`src/rtl/trap_seq_pkg.sv`:
```
package trap_seq_pkg;

    localparam int TT_W = 8;
    localparam int PR_W = 5;
    localparam logic [PR_W-1:0] PR_RESET = PR_W'(1);

    typedef struct packed {
        logic            vld;
        logic            ovr;
        logic [PR_W-1:0] prio;
        logic [TT_W-1:0] tt;
    } trap_cand_t;

    // Lower number is more urgent.
    function automatic logic [PR_W-1:0] trap_rank(input logic [TT_W-1:0] tt);
        logic [PR_W-1:0] r;
        if (tt[7]) begin
            r = PR_W'(12);
        end else if (tt >= TT_W'(17) && tt <= TT_W'(31)) begin
            r = PR_W'(TT_W'(44) - tt);
        end else begin
            case (tt)
                TT_W'(0):  r = PR_W'(1);
                TT_W'(1):  r = PR_W'(2);
                TT_W'(2):  r = PR_W'(3);
                TT_W'(3):  r = PR_W'(4);
                TT_W'(4):  r = PR_W'(5);
                TT_W'(5),
                TT_W'(6):  r = PR_W'(6);
                TT_W'(7):  r = PR_W'(7);
                TT_W'(8):  r = PR_W'(8);
                TT_W'(9):  r = PR_W'(10);
                TT_W'(10): r = PR_W'(11);
                default:   r = PR_W'(31);
            endcase
        end
        return r;
    endfunction

    function automatic trap_cand_t make_cand(input logic vld, input logic [TT_W-1:0] tt);
        trap_cand_t c;
        c.vld  = vld;
        c.ovr  = 1'b0;
        c.prio = trap_rank(tt);
        c.tt   = tt;
        return c;
    endfunction

    // True when the incoming candidate must displace the incumbent.
    function automatic logic trap_beats(input trap_cand_t inc, input trap_cand_t cur);
        return inc.vld && (inc.ovr || !cur.vld || (inc.prio < cur.prio));
    endfunction

endpackage

```
`src/rtl/trap_req_merge.sv`:
```
module trap_req_merge
    import trap_seq_pkg::*;
#(
    parameter int NREQ = 3
) (
    input  logic [NREQ-1:0]           req_vld,
    input  logic [NREQ-1:0][TT_W-1:0] req_tt,
    input  logic                      rst_trap_req,
    input  logic [TT_W-1:0]           rst_trap_tt,
    output trap_cand_t                cand
);

    trap_cand_t chain [NREQ+1];
    trap_cand_t rst_cand;

    assign chain[0] = '0;

    // Strict comparison along the chain keeps the lower port on ties.
    for (genvar i = 0; i < NREQ; i++) begin : g_fold
        trap_cand_t port_c;
        assign port_c       = make_cand(req_vld[i], req_tt[i]);
        assign chain[i+1]   = trap_beats(port_c, chain[i]) ? port_c : chain[i];
    end

    always_comb begin
        rst_cand.vld  = 1'b1;
        rst_cand.ovr  = 1'b1;
        rst_cand.prio = PR_RESET;
        rst_cand.tt   = rst_trap_tt;
    end

    assign cand = rst_trap_req ? rst_cand : chain[NREQ];

endmodule

```
`src/rtl/trap_hold.sv`:
```
module trap_hold
    import trap_seq_pkg::*;
(
    input  logic            clk,
    input  logic            rst,
    input  logic            boundary,
    input  trap_cand_t      inc,
    output trap_cand_t      pend,
    output logic            win_vld,
    output logic [TT_W-1:0] win_tt
);

    logic take_inc;

    assign take_inc = trap_beats(inc, pend);
    assign win_vld  = take_inc ? inc.vld : pend.vld;
    assign win_tt   = take_inc ? inc.tt  : pend.tt;

    always_ff @(posedge clk) begin
        if (rst) begin
            pend <= '0;
        end else if (boundary) begin
            pend <= '0;
        end else if (take_inc) begin
            pend <= inc;
        end
    end

endmodule

```
`src/rtl/trap_entry.sv`:
```
module trap_entry
    import trap_seq_pkg::*;
#(
    parameter int NWIN = 8,
    parameter int AW   = 32
) (
    input  logic                    boundary,
    input  logic                    win_vld,
    input  logic [TT_W-1:0]         win_tt,
    input  logic                    in_s,
    input  logic                    in_ps,
    input  logic                    in_et,
    input  logic [$clog2(NWIN)-1:0] in_cwp,
    input  logic [AW-1:0]           in_pc,
    input  logic [AW-1:0]           in_npc,
    input  logic [AW-1:0]           in_tbr,
    output logic                    trap_taken,
    output logic                    out_s,
    output logic                    out_ps,
    output logic                    out_et,
    output logic [$clog2(NWIN)-1:0] out_cwp,
    output logic [AW-1:0]           save_pc,
    output logic [AW-1:0]           save_npc,
    output logic [AW-1:0]           out_pc,
    output logic [AW-1:0]           out_npc,
    output logic [AW-1:0]           out_tbr
);

    localparam int CW = $clog2(NWIN);
    localparam logic [AW-1:0] TT_FIELD = AW'({TT_W{1'b1}}) << 4;
    localparam logic [AW-1:0] STEP     = AW'(4);

    logic          take;
    logic [CW-1:0] cwp_dn;
    logic [AW-1:0] vec;

    assign take = boundary && win_vld;

    if ((NWIN & (NWIN - 1)) == 0) begin : g_pow2_wrap
        assign cwp_dn = in_cwp - 1'b1;
    end else begin : g_cmp_wrap
        assign cwp_dn = (in_cwp == '0) ? CW'(NWIN - 1) : in_cwp - 1'b1;
    end

    assign vec = (in_tbr & ~TT_FIELD) | (AW'(win_tt) << 4);

    always_comb begin
        trap_taken = take;
        save_pc    = in_pc;
        save_npc   = in_npc;
        if (take) begin
            out_et  = 1'b0;
            out_ps  = in_s;
            out_s   = 1'b1;
            out_cwp = cwp_dn;
            out_tbr = vec;
            out_pc  = vec;
            out_npc = vec + STEP;
        end else begin
            out_et  = in_et;
            out_ps  = in_ps;
            out_s   = in_s;
            out_cwp = in_cwp;
            out_tbr = in_tbr;
            out_pc  = in_npc;
            out_npc = in_npc + STEP;
        end
    end

endmodule

```
`src/rtl/trap_sequencer.sv`:
```
module trap_sequencer
    import trap_seq_pkg::*;
#(
    parameter int NREQ = 3,
    parameter int NWIN = 8,
    parameter int AW   = 32
) (
    input  logic                      clk,
    input  logic                      rst,
    input  logic [NREQ-1:0]           req_vld,
    input  logic [NREQ-1:0][7:0]      req_tt,
    input  logic                      rst_trap_req,
    input  logic [7:0]                rst_trap_tt,
    input  logic                      boundary,
    input  logic                      in_s,
    input  logic                      in_ps,
    input  logic                      in_et,
    input  logic [$clog2(NWIN)-1:0]   in_cwp,
    input  logic [AW-1:0]             in_pc,
    input  logic [AW-1:0]             in_npc,
    input  logic [AW-1:0]             in_tbr,
    output logic                      trap_taken,
    output logic                      out_s,
    output logic                      out_ps,
    output logic                      out_et,
    output logic [$clog2(NWIN)-1:0]   out_cwp,
    output logic [AW-1:0]             save_pc,
    output logic [AW-1:0]             save_npc,
    output logic [AW-1:0]             out_pc,
    output logic [AW-1:0]             out_npc,
    output logic [AW-1:0]             out_tbr
);

    trap_cand_t      inc;
    trap_cand_t      pend;
    logic            win_vld;
    logic [TT_W-1:0] win_tt;

    trap_req_merge #(.NREQ(NREQ)) u_merge (
        .req_vld      (req_vld),
        .req_tt       (req_tt),
        .rst_trap_req (rst_trap_req),
        .rst_trap_tt  (rst_trap_tt),
        .cand         (inc)
    );

    trap_hold u_hold (
        .clk      (clk),
        .rst      (rst),
        .boundary (boundary),
        .inc      (inc),
        .pend     (pend),
        .win_vld  (win_vld),
        .win_tt   (win_tt)
    );

    trap_entry #(.NWIN(NWIN), .AW(AW)) u_entry (
        .boundary   (boundary),
        .win_vld    (win_vld),
        .win_tt     (win_tt),
        .in_s       (in_s),
        .in_ps      (in_ps),
        .in_et      (in_et),
        .in_cwp     (in_cwp),
        .in_pc      (in_pc),
        .in_npc     (in_npc),
        .in_tbr     (in_tbr),
        .trap_taken (trap_taken),
        .out_s      (out_s),
        .out_ps     (out_ps),
        .out_et     (out_et),
        .out_cwp    (out_cwp),
        .save_pc    (save_pc),
        .save_npc   (save_npc),
        .out_pc     (out_pc),
        .out_npc    (out_npc),
        .out_tbr    (out_tbr)
    );

endmodule

```
`config.mk`:
```
export PLATFORM = sky130hd
export DESIGN_NAME = trap_sequencer
export DESIGN_NICKNAME = d
export VERILOG_FILES = /design/src/rtl/trap_seq_pkg.sv /design/src/rtl/trap_req_merge.sv /design/src/rtl/trap_hold.sv /design/src/rtl/trap_entry.sv /design/src/rtl/trap_sequencer.sv
export SDC_FILE = /design/constraint.sdc
export NUM_CORES = 1
export LEC_CHECK = 0
export BUFFER_PORTS_ARGS = -buffer_cell sky130_fd_sc_hd__buf_2
export CORE_AREA = 2 2 118 120
export DETAILED_ROUTE_END_ITERATION = 12
export DIE_AREA = 0 0 120 122
export HOLD_SLACK_MARGIN = 0.05
export PLACE_DENSITY = 0.68
export RECOVER_POWER = 25
export SYNTH_ARGS = -nofsm -noshare
export SYNTH_HDL_FRONTEND = slang
export SYNTH_SLANG_ARGS = --single-unit
```
`constraint.sdc`:
```
create_clock -name clk -period 9.35 [get_ports clk]
set_input_delay 1.4025 -clock clk [delete_from_list [all_inputs] [get_ports clk]]
set_output_delay 1.4025 -clock clk [all_outputs]
set_load 0.05 [all_outputs]
```
# == Word level (Yosys, flattened, before mapping) ==
# Memory sizes are Yosys's and may differ from the RTL's.
# Cells that the tools add are included.
# Widths: inputs -> output; s select.
# op_classes
addsub,6
n_lt_le_gt_ge,9
muxes,22
n_bitwise,1
n_reduce_logical,18
# ops
op,count
$mux 32,3
$add 32x3->32 const B,2
$mux 15,4
$mux 5,9
$or 32x12->32,1
$ge 8x5->1 const B,3
$le 8x5->1 const B,3
$lt 5x5->1,3
$sub 4x5->5 const A,3
$logic_not 4->1,3
$mux 8,1
$logic_and 1x1->1,7
$logic_or 1x1->1,4
$mux 1,4
$logic_not 1->1,3
$mux 3,1
$sub 3x1->3 const B,1
$reduce_or 2->1,1
# totals
ff_bits,14
mem_bits_ro,240
in_bits,141
output_inout_bits,167
word_cells,62
mem_count,3
# mem_list
memory,words,width,read_ports,rd_clocked_by_memory_dff,write_ports,line_no,source
(no name shown),16,5,1,0,0,trap_seq_pkg.sv:22,case (tt)
(no name shown),16,5,1,0,0,trap_seq_pkg.sv:22,
(no name shown),16,5,1,0,0,trap_seq_pkg.sv:22,

# == Longest topological paths before layout ==
# Gate-level depths: netlist of run 1.
# logic_depth
word_depth,21
mapped_depth,39
mapped_depth_nobuf,36

# == Hierarchy ==
# A second synthesis of run 1 with hierarchy kept.
# unflattened
hier_cells,624
hier_area_um2,4384.2
# by_module_without_submodules
mod,instances,cells_each,area_per_inst_um2,seq_area_each_um2
trap_entry,1,333,2124.5,0.0
trap_req_merge,1,200,1428.9,0.0
trap_hold,1,91,830.8,300.3

# == Worst setup path after synthesis of run 1 ==
# Ideal clock, no wire load.
# synth_timing
kind,input to output
startpoint,input req_tt[1] in the netlist's numbering
endpoint,output out_npc[27]
t_arrival_ns,9.028
t_required_ns,7.947
path_slack_ns,-1.080
stages,34
path_buffers,2
path_cell_list,inv_1 ha_1 or4b_4 nand3_1 inv_1 a221o_1 ha_1 a21oi_1 o211ai_1 a2bb2oi_1 o21ai_2 buf_4 nor2_1 a21oi_1 ha_1 o21ai_0 a21oi_1 nor2_1 o21a_1 a21oi_1 nor2_1 a211oi_1 ha_1 a21o_1 a21o_1 a211oi_1 o22ai_1 nor3_2 a221o_2 and4_4 and4_1 buf_6 nand4_1 xnor2_1
# synth_rtl
item,line_no,source
from (decl),trap_sequencer.sv:11,"input logic [NREQ-1:0][7:0] req_tt,"
to (decl),trap_sequencer.sv:30,"output logic [AW-1:0] out_npc,"

==> results of run 1 <==
## logic make-up after synthesis
group                    count (synthesis)  synth area share
AO/OA/AOI/OAI                          151             0.273
XOR/XNOR                                29            0.0593
adder cells (fa/ha/maj)                 27            0.0783
buffers and inverters                  148             0.220
flip-flops                              14            0.0654
multiplexers                            13            0.0316
AND/OR/NAND/NOR                        233             0.272
## cell usage after synthesis, drive strengths merged, types with 9 or more instances
master    n  area [sq um]
clkbuf   16          60.1
nand2    91           342
dfxtp    14           280
a21o      9          67.6
inv      30           113
mux2i     9          90.1
xnor2    26           228
nand3    21           140
buf     102           769
nor3     12          70.1
o21a      9          67.6
ha       26           325
a21oi    33           165
and3     12          75.1
nor2     54           203
a211oi   12           100
o21ai    31           166
## stage by stage
| stage | TNS (ns) | power, mW | instances | worst slack (ns) |
|---|---|---|---|---|
| floorplan | -2.16 | 0.493 | 615 | -0.155 |
| global placement | -2.72 | 0.602 | 998 | -0.274 |
| detailed placement | -5.12 | 0.605 | 998 | -0.380 |
| CTS | -0.397 | 0.730 | 1019 | -0.0687 |
| global route | -9.80 | 0.811 | 1037 | -0.513 |
| finish | -2.04 | 0.774 | 1037 | -0.178 |
## routing by layer
metal	track usage	share of wire	routed length (microns)
met1	0.245	0.37	6590
met2	0.426	0.54	9550
met3	0.0431	0.069	1230
met4	0.0265	0.018	316
met5	0	0	0
## repair_timing
item | 4_1_cts | 5_1_grt
cloned | 2 | 1
setup buffers | 16 | 17
resized for setup | 73 | 89
setup endpoints to repair | 23 | 30
pin swaps | 29 | 45
## cell type report
class	instances	area, sq um
well taps	180	225
repair buffers	355	2380
fillers	1253	6480
multi-input cells	454	3930
flip-flops and latches	14	280
clock buffers	4	88.8
inverters	30	124
## worst min-delay path: cells and delay by family (launching register included)
| kind | cells | cell delay [ns] |
|---|---|---|
| AOI/OAI and AO/OA | 1 | 0.05 |
| DFF | 1 | 0.32 |
| and+or+nand+nor | 1 | 0.06 |
## worst max-delay path by stage
stage / cells after the start / to / slack [ns] / startpoint
floorplan: 32 / out_npc[26] / -0.16 / req_tt[2]
detailed placement: 38 / out_npc[24] / -0.38 / req_tt[1]
global route: 38 / out_npc[24] / -0.51 / req_tt[1]
global placement: 35 / out_npc[24] / -0.27 / req_tt[1]
CTS: 38 / out_npc[14] / -0.07 / req_tt[0]
finish: 37 / out_npc[24] / -0.18 / req_tt[1]
## power by group through the flow
stage	sequential [mW]	clock (mW)	combinational (mW)
3_3_place_gp	0.0673	0	0.534
2_1_floorplan	0.0666	0	0.427
6_report	0.0663	0.0893	0.618
3_5_place_dp	0.0672	0	0.538
5_1_grt	0.0667	0.0930	0.651
4_1_cts	0.0662	0.0902	0.574
==> reports/metrics.yaml, run 1 <==
synthesis:
  synth_edf_count: 0
  synth.avg_cell_area_sq_um: 6.96
  ys_ff_latch: 14
  ys_types: 78
  synth_nets: 782
  synthArstFlopShare: 0
  syn_area_sq_um: 4280
  synth_cells: 615
  synth_top_flop_cell: "dfxtp_1"
  synth_warnings: 0
  yosysSeqAreaShare: 0.0654
status:
  violations: "negative setup slack"
  status: "finished with violations"
floorplanning:
  die_w_microns: 120
  fp.dieH_microns: 122
  io_pins: 308
  dieArea_sq_um: 14600
  rows: 43
  start_util: 0.317
  coreArea_sq_um: 13500
global_routing:
  grtUsageTotal: 0.216
  antenna_found_initial: 0
  grt_pass1_vias: 4718
  grt_max_degree: 47
  grt_overflow: 0
  grt_pass1_wl_mm: 25.1
cells_and_area:
  final_cell_mix: "buf_2 (207), buf_4 (90), nand2_1 (86)"
  top_register: "u_hold.pend"
  fin_nets: 1025
  postLayoutCoreUtil: 0.520
  antenna_cells: 0
  fin_area_sq_um: 7030
  syn_to_final_growth_pct: 64.1
  reg_top3: "u_hold.pend: 14 flops"
  final_common_cell: "buf_2"
  drive_above_1_share: 0.562
  largest_reg_flops: 14
routing:
  drc_errors: 0
  routedWlPerCell_microns: 17.1
  drtIter0Drc: 210
  first_pass_iters: 5
  viasPerCell: 5.12
  totalWireLength_mm: 17.7
  ant_nets: 0
  vias: 5314
clock_network:
  cts_sinks: 14
  cts_hold_buf: 0
  clk_pin_slew_ns: 0.05
  insertion_delay_ns: 0.24
  cts-root-buf: "clkbuf_16"
  cts_buffer_depth: 2
  cts_htree_levels: 1
  cts_tree: "yes"
  cts_buffers: 3
placement:
  dp_hpwl_mm: 14.0
  io_buffers: 243
  place_area_sq_um: 6010
  gp_congestion: 0.900
hold_path:
  holdCritStartpoint: "u_hold.pend[1]$_SDFFE_PP0N_"
  holdPathEnd: "u_hold.pend[1]$_SDFFE_PP0N_"
  min_path_type: "register to register"
  hold_depth: 2
critical_path:
  crit_fanout: 6
  r2r_setup_slack_ns: 6.83
  crit_path_end_kind: "output pin"
  cp_top_family: "compound AO/OA/AOI/OAI gates"
  cpPeakStageDelay_ns: 0.53
  reg2reg_from: "u_hold.pend[10]$_SDFFE_PP0N_"
  path_class: "input port to output pin"
  worstPathRequired_ns: 7.95
  path_buf_inv: 9
  r2r_end: "u_hold.pend[11]$_SDFFE_PP0N_"
  cp_slowest_cell: "or4b_4"
  arrival_ns: 8.13
  reg2reg_depth: 12
  start_kind: "input port"
  crit_top_cell: "buf_6"
power_and_ir_drop:
  pwr-share-clk: 0.115
  p_sw_frac: 0.541
  power.switching_uw: 418
  peakVddDrop_v: 0.0000509
  cellPowerDensity_nw_per_um2: 110
  internal_power_uw: 355
  p_leak_nw: 3.41
  p_seq_frac: 0.086
  combPwrFrac: 0.799
timing:
  finalMaxSlewViolations: 0
  period_minus_slack_ns: 9.53
  clock.fmax_mhz: 105
  setup_violations: 23
  hold_violations: 0
  max_slew_margin: 0.524
  finalWorstSetupSlack_ns: -0.178
  fin_skew_ns: 0.000620
  fin_crit_sh: 1.02
  rsz0062_at_grt: "true"
  fin_hold_ws_ns: 0.471
  tightest_slew_ns: 0.712
job:
  cap_violations: 0
Note: power is estimated with default switching activity, not from simulation.
==> inputs of run 2 (changes only) <==
Settings changed: ABC_AREA set to 1, CAP_MARGIN set to 20, CORE_AREA 2 2 118 120 to 2 2 121 123, DIE_AREA 0 0 120 122 to 0 0 123 125.
==> run 2 against run 1 <==
  * Highest routed layer unchanged
  * The run now ends clean
  * Largest power group unchanged
  * Die area rose by 5.0%
  * Power fell by 21%
  * Critical endpoint is now out_npc[25]
  * Cell area fell by 22%
  * Sequential share of layout area rose by 1.1 points
  * Combinational power fell by 26%
==> reports/metrics.yaml, run 2 <==
status:
  status: "finished, final reports clean"
cells_and_area:
  largest_reg_flops: 14  # unchanged
  antenna_cells: 0  # unchanged
  multiInputGateArea_sq_um: 3150  # -20%
  seq_area_sq_um: 280  # unchanged
  final_common_cell: "buf_2"
  top_register: "u_hold.pend"
  drive_above_1_share: 0.325  # -0.237
  n_fill_cell: 1587  # +27%
  fin_nets: 1137  # +11%
  reg_top3: "u_hold.pend: 14 flops"
  syn_to_final_growth_pct: 18.9
  final_cell_mix: "buf_2 (222), nand2_1 (192), inv_1 (121)"
  instances_no_fill: 1153  # +11%
hold_path:
  holdCritStartpoint: "u_hold.pend[12]$_SDFFE_PP0N_"
  min_path_type: "register to register"
  holdPathEnd: "u_hold.pend[12]$_SDFFE_PP0N_"
  hold_depth: 2  # unchanged
global_routing:
  grt_pass1_vias: 4765  # +1.0%
  grt_max_degree: 56  # +19%
  grt_pass1_wl_mm: 24.0  # -4.2%
  antenna_found_initial: 0  # unchanged
  grt_overflow: 0  # unchanged
  grtUsageTotal: 0.193  # -0.0234
clock_network:
  cts_buffer_depth: 2  # unchanged
  clk_pin_slew_ns: 0.05  # about the same
  cts_tree: "yes"
  cts_hold_buf: 0  # unchanged
  cts_buffers: 3  # unchanged
  cts_sinks: 14  # unchanged
  cts-root-buf: "clkbuf_16"
  cts_htree_levels: 1  # unchanged
  insertion_delay_ns: 0.24  # about the same
synthesis:
  synth_top_cell_by_area: "nand2_1"
  synth_top_flop_cell: "dfxtp_1"
  synth_nets: 995  # +27%
  synth_cells: 828  # +35%
  ys_ff_latch: 14  # unchanged
  synth_common_cells: "nand2_1 (197), inv_1 (121), buf_4 (91)"
  synthArstFlopShare: 0  # unchanged
  yosys.cell_count.top_type: "nand2_1"
  synth_top_area_share: 0.160  # -0.00114
  syn_area_sq_um: 4620  # +7.8%
  synth_warnings: 0  # unchanged
  ys_types: 38  # -51%
  yosysSeqAreaShare: 0.0607  # -0.00475
  synth_edf_count: 0  # unchanged
  synthTopCellsByArea: "nand2_1 (16%), buf_4 (15%), inv_1 (9.8%), nand3_1 (9.0%), ha_1 (7.0%)"
  synth.avg_cell_area_sq_um: 5.58  # -20%
timing:
  clock.fmax_mhz: 115  # +9.8%
  setup_violations: 0  # -100%
  tns_ns: 0  # +2.04 ns
  fin_skew_ns: 0.00308  # +0.00246 ns
  finalWorstSetupSlack_ns: 0.672  # +0.851 ns
  hold_violations: 0  # unchanged
  max_slew_margin: 0.524  # +0.000579
  rsz0062_at_grt: "false"
  fin_crit_sh: 0.928  # -0.0910
  period_minus_slack_ns: 8.68  # -0.851 ns
  tightest_slew_ns: 0.706  # -0.00570 ns
  finalMaxSlewViolations: 0  # unchanged
routing:
  ant_nets: 0  # unchanged
  routedWlPerCell_microns: 13.8  # -19%
  first_pass_iters: 5  # unchanged
  drc_errors: 0  # unchanged
  drtIter0Drc: 359  # +71%
  vias: 5528  # +4.0%
  viasPerCell: 4.79  # -6.4%
  totalWireLength_mm: 16.0  # -9.8%
floorplanning:
  coreArea_sq_um: 14200  # +5.2%
  io_pins: 308  # unchanged
  start_util: 0.325  # +0.00799
  rows: 44  # +2.3%
  dieArea_sq_um: 15400  # +5.0%
  fp.dieH_microns: 125  # +2.5%
  die_w_microns: 123  # +2.5%
critical_path:
  crit_fanout: 25  # +19
  cpPeakStageDelay_ns: 0.32  # -0.21 ns
  r2r_end: "u_hold.pend[8]$_SDFFE_PP0N_"
  crit_top_cell: "nand2_1"
  worstPathRequired_ns: 7.95  # about the same
  path_class: "input port to output pin"
  crit_path_end_kind: "output pin"
  reg2reg_depth: 11  # -1
  r2r_setup_slack_ns: 7.48  # +0.65 ns
  start_kind: "input port"
  arrival_ns: 7.28  # -0.85 ns
  cp_slowest_cell: "ha_1"
  reg2reg_from: "u_hold.pend[10]$_SDFFE_PP0N_"
power_and_ir_drop:
  p_leak_nw: 3.12  # -8.5%
  peakVddDrop_v: 0.0000595  # +17%
  cellPowerDensity_nw_per_um2: 112  # +1.4%
  power_uw: 613  # -21%
placement:
  dp_cells: 1145  # +15%
  preCtsSetupSlack_ns: 0.0269  # +0.407 ns
  gp_congestion: 0.948  # +5.4%
  io_buffers: 243  # unchanged
  dp_hpwl_mm: 13.6  # -3.0%
job:
  cap_violations: 0  # unchanged
==> run 2: layer usage <==
metal	up-vias	global-route usage	wire length, microns
met1	2459	0.264	7230
met2	203	0.331	7540
met5	-	0	0
li1	2838	-	-
met4	0	0.0227	191
met3	28	0.0251	1000
==> run 2: layout make-up <==
class,instances,share of cell area
multi-input combinational,577,0.573
timing repair buffer,249,0.232
inverter,125,0.0854
sequential,14,0.0510
tap,184,0.0419
clock buffer,4,0.0162
==> run 2: worst max path at each step <==
| stage | start | to | depth (start not counted) |
|---|---|---|---|
| 2_1_floorplan | req_tt[0] | out_npc[15] | 44 |
| 3_3_place_gp | req_tt[0] | out_npc[20] | 44 |
| 3_5_place_dp | req_tt[0] | out_npc[20] | 44 |
| 4_1_cts | req_tt[0] | out_npc[20] | 44 |
| 5_1_grt | req_tt[0] | out_npc[28] | 46 |
| 6_report | req_tt[0] | out_npc[25] | 45 |
==> run 2: report_power, final <==
part | internal (mW) | total (mW) | leakage [nW] | switching [mW]
Clock | 0.0648 | 0.0892 | 0.0442 | 0.0244
Sequential | 0.0636 | 0.0650 | 0.115 | 0.00144
Combinational | 0.114 | 0.459 | 2.96 | 0.344
Total | 0.243 | 0.613 | 3.12 | 0.370
==> run 2: kinds of logic after synthesis <==
family / Yosys count / share of synthesized area
buffers and inverters: 237 / 0.274
AOI/OAI and AO/OA: 105 / 0.125
and+or+nand+nor: 434 / 0.446
DFF: 14 / 0.0607
adders and majority gates: 26 / 0.0704
xor gates and xnor gates: 12 / 0.0228
==> run 2: what timing repair did <==
action                                  in CTS  in global routing
endpoints found under the setup margin       0                 35
resized for setup                            0                 35
buffers inserted                             0                  4
==> run 2: stage by stage <==
step	hold slack (ns)	cell area, sq um	util
after floorplan	0.433	4620	-
after global placement	0.449	5280	0.372
after detailed placement	0.455	5280	0.372
after CTS	0.463	5370	0.378
after global routing	0.492	5490	0.387
final	0.460	5490	0.387
==> run 2: critical path, delay by kind of cell <==
family | cells | cell delay [ns]
AO/OA/AOI/OAI | 10 | 1.27
AND/OR/NAND/NOR | 26 | 2.90
adder cells (fa/ha/maj) | 4 | 1.12
buffers and inverters | 5 | 0.57
==> inputs of run 3 (changes only) <==
Settings changed: SYNTH_HIERARCHICAL set to 1.
==> run 3 against run 2 <==
  * Critical path type unchanged
  * Clock skew is 0.0018 ns higher
  * Synthesized area down 0.70%
  * Final cell count fell by 1.2%
  * Synthesized cell count is 3.0% lower
  * Worst hold slack gained 0.00082 ns
  * Register-to-register slack better by 0.19 ns
==> reports/metrics.yaml, run 3 <==
global_routing:
  grt_pass1_vias: 4769  # +0.084%
  grt_max_degree: 31  # -45%
  antenna_found_initial: 0  # unchanged
  grt_pass1_wl_mm: 24.5  # +1.8%
  grtUsageTotal: 0.201  # +0.00818
  grt_overflow: 0  # unchanged
clock_network:
  cts-root-buf: "clkbuf_16"
  cts_htree_levels: 1  # unchanged
  cts_sinks: 14  # unchanged
  cts_buffer_depth: 2  # unchanged
  clk_pin_slew_ns: 0.04  # about the same
  cts_buffers: 3  # unchanged
  insertion_delay_ns: 0.24  # about the same
  cts_hold_buf: 0  # unchanged
  cts_tree: "yes"
synthesis:
  synth_nets: 970  # -2.5%
  synth.avg_cell_area_sq_um: 5.71  # +2.4%
  syn_area_sq_um: 4590  # -0.70%
  synth_warnings: 6  # +6
  synth_cells: 803  # -3.0%
timing:
  period_minus_slack_ns: 8.86  # +0.180 ns
  fin_crit_sh: 0.947  # +0.0193
  tightest_slew_ns: 0.739  # +0.0328 ns
  setup_violations: 0  # unchanged
  clock.fmax_mhz: 113  # -2.0%
  finalMaxSlewViolations: 0  # unchanged
  max_slew_margin: 0.507  # -0.0169
  fin_hold_ws_ns: 0.461  # +0.000824 ns
  fin_skew_ns: 0.00485  # +0.00177 ns
  hold_violations: 0  # unchanged
floorplanning:
  dieArea_sq_um: 15400  # unchanged
  rows: 44  # unchanged
  coreArea_sq_um: 14200  # unchanged
  io_pins: 308  # unchanged
  start_util: 0.323  # -0.00229
  fp.dieH_microns: 125  # unchanged
  die_w_microns: 123  # unchanged
cells_and_area:
  final_common_cell: "nand2_1"
  syn_to_final_growth_pct: 21.9
  reg_top3: "u_hold/pend: 14 flops"
  fin_nets: 1124  # -1.1%
  final_cell_mix: "nand2_1 (233), buf_2 (216), inv_1 (93)"
  antenna_cells: 0  # unchanged
  largest_reg_flops: 14  # unchanged
  fin_area_sq_um: 5590  # +1.8%
  top_register: "u_hold/pend"
  drive_above_1_share: 0.383  # +0.0582
placement:
  gp_congestion: 0.946  # -0.24%
  place_area_sq_um: 5260  # -0.45%
  dp_hpwl_mm: 14.4  # +6.1%
  io_buffers: 243  # unchanged
routing:
  viasPerCell: 4.80  # +0.20%
  first_pass_iters: 5  # unchanged
  totalWireLength_mm: 17.2  # +7.7%
  vias: 5472  # -1.0%
  drtIter0Drc: 375  # +4.5%
  routedWlPerCell_microns: 15.1  # +9.0%
  drc_errors: 0  # unchanged
  ant_nets: 0  # unchanged
power_and_ir_drop:
  cellPowerDensity_nw_per_um2: 118  # +6.0%
  p_leak_nw: 3.06  # -1.9%
  peakVddDrop_v: 0.0000484  # -19%
critical_path:
  crit_path_end_kind: "output pin"
  crit_fanout: 14  # -44%
  worstPathRequired_ns: 7.95  # about the same
  cpPeakStageDelay_ns: 0.33  # about the same
  path_buf_inv: 11  # +6
  start_kind: "input port"
  cp_slowest_cell: "ha_1"
  path_class: "input port to output pin"
  arrival_ns: 7.46  # +0.18 ns
  crit_top_cell: "nand2_1"
  cp_top_family: "simple AND/OR/NAND/NOR gates"
hold_path:
  min_path_type: "register to register"
job:
  cap_violations: 0  # unchanged
status:
  status: "finished, final reports clean"
==> run 3: per-layer routing <==
| layer | wire [microns] | global-route usage | up-vias |
|---|---|---|---|
| met1 | 6910 | 0.241 | 2518 |
| met2 | 8740 | 0.377 | 226 |
| met4 | 210 | 0.0227 | 0 |
| met3 | 1320 | 0.0383 | 19 |
| met5 | 0 | 0 | - |
| li1 | - | - | 2709 |
==> run 3: what timing repair did <==
item | 4_1_cts | 5_1_grt
resized for setup | 0 | 62
buffers inserted | 0 | 9
endpoints found under the hold margin | 0 | 0
endpoints found under the setup margin | 0 | 32
==> run 3: final cells by class <==
| class | instances | area (sq um) |
|---|---|---|
| well taps | 184 | 230 |
| flip-flops and latches | 14 | 280 |
| clock buffers | 3 | 75.1 |
| fillers | 1545 | 8610 |
| repair buffers | 261 | 1430 |
| multi-input cells | 581 | 3210 |
| inverters | 96 | 368 |
==> run 3: worst min-delay path, cell delays in order (launching register included) <==
cell	delay [ns]
dfxtp_1	0.31
nand2_2	0.06
a21oi_2	0.04
==> run 3: final timing paths <==
kind | slack [ns] | to | cells after the start | startpoint
worst max-delay path | 0.49 | out_npc[14] | 49 | req_tt[0]
worst min-delay path | 0.46 | u_hold/pend[10]$_SDFFE_PP0P_ | 2 | u_hold/pend[10]$_SDFFE_PP0P_
worst max register to register | 7.67 | u_hold/pend[2]$_SDFFE_PP0P_ | 12 | u_hold/pend[12]$_SDFFE_PP0P_
worst min register to register | 0.46 | u_hold/pend[10]$_SDFFE_PP0P_ | 2 | u_hold/pend[10]$_SDFFE_PP0P_
==> run 3: stage by stage <==
stage          power [mW]   util  setup TNS (ns)  setup slack [ns]  instances
2_1_floorplan       0.491      -          -0.134           -0.0957        803
3_3_place_gp        0.559  0.370               0             0.239       1126
3_5_place_dp        0.560  0.370               0            0.0451       1126
4_1_cts             0.641  0.376               0            0.0105       1129
5_1_grt             0.701  0.394           -1.58            -0.118       1139
6_report            0.661  0.394               0             0.492       1139
==> run 3: power breakdown <==
group	leakage, nW	internal, mW	switching, mW
clock	0.0370	0.0558	0.0228
combinational	2.91	0.135	0.383
sequential	0.115	0.0638	0.00133
total	3.06	0.254	0.407
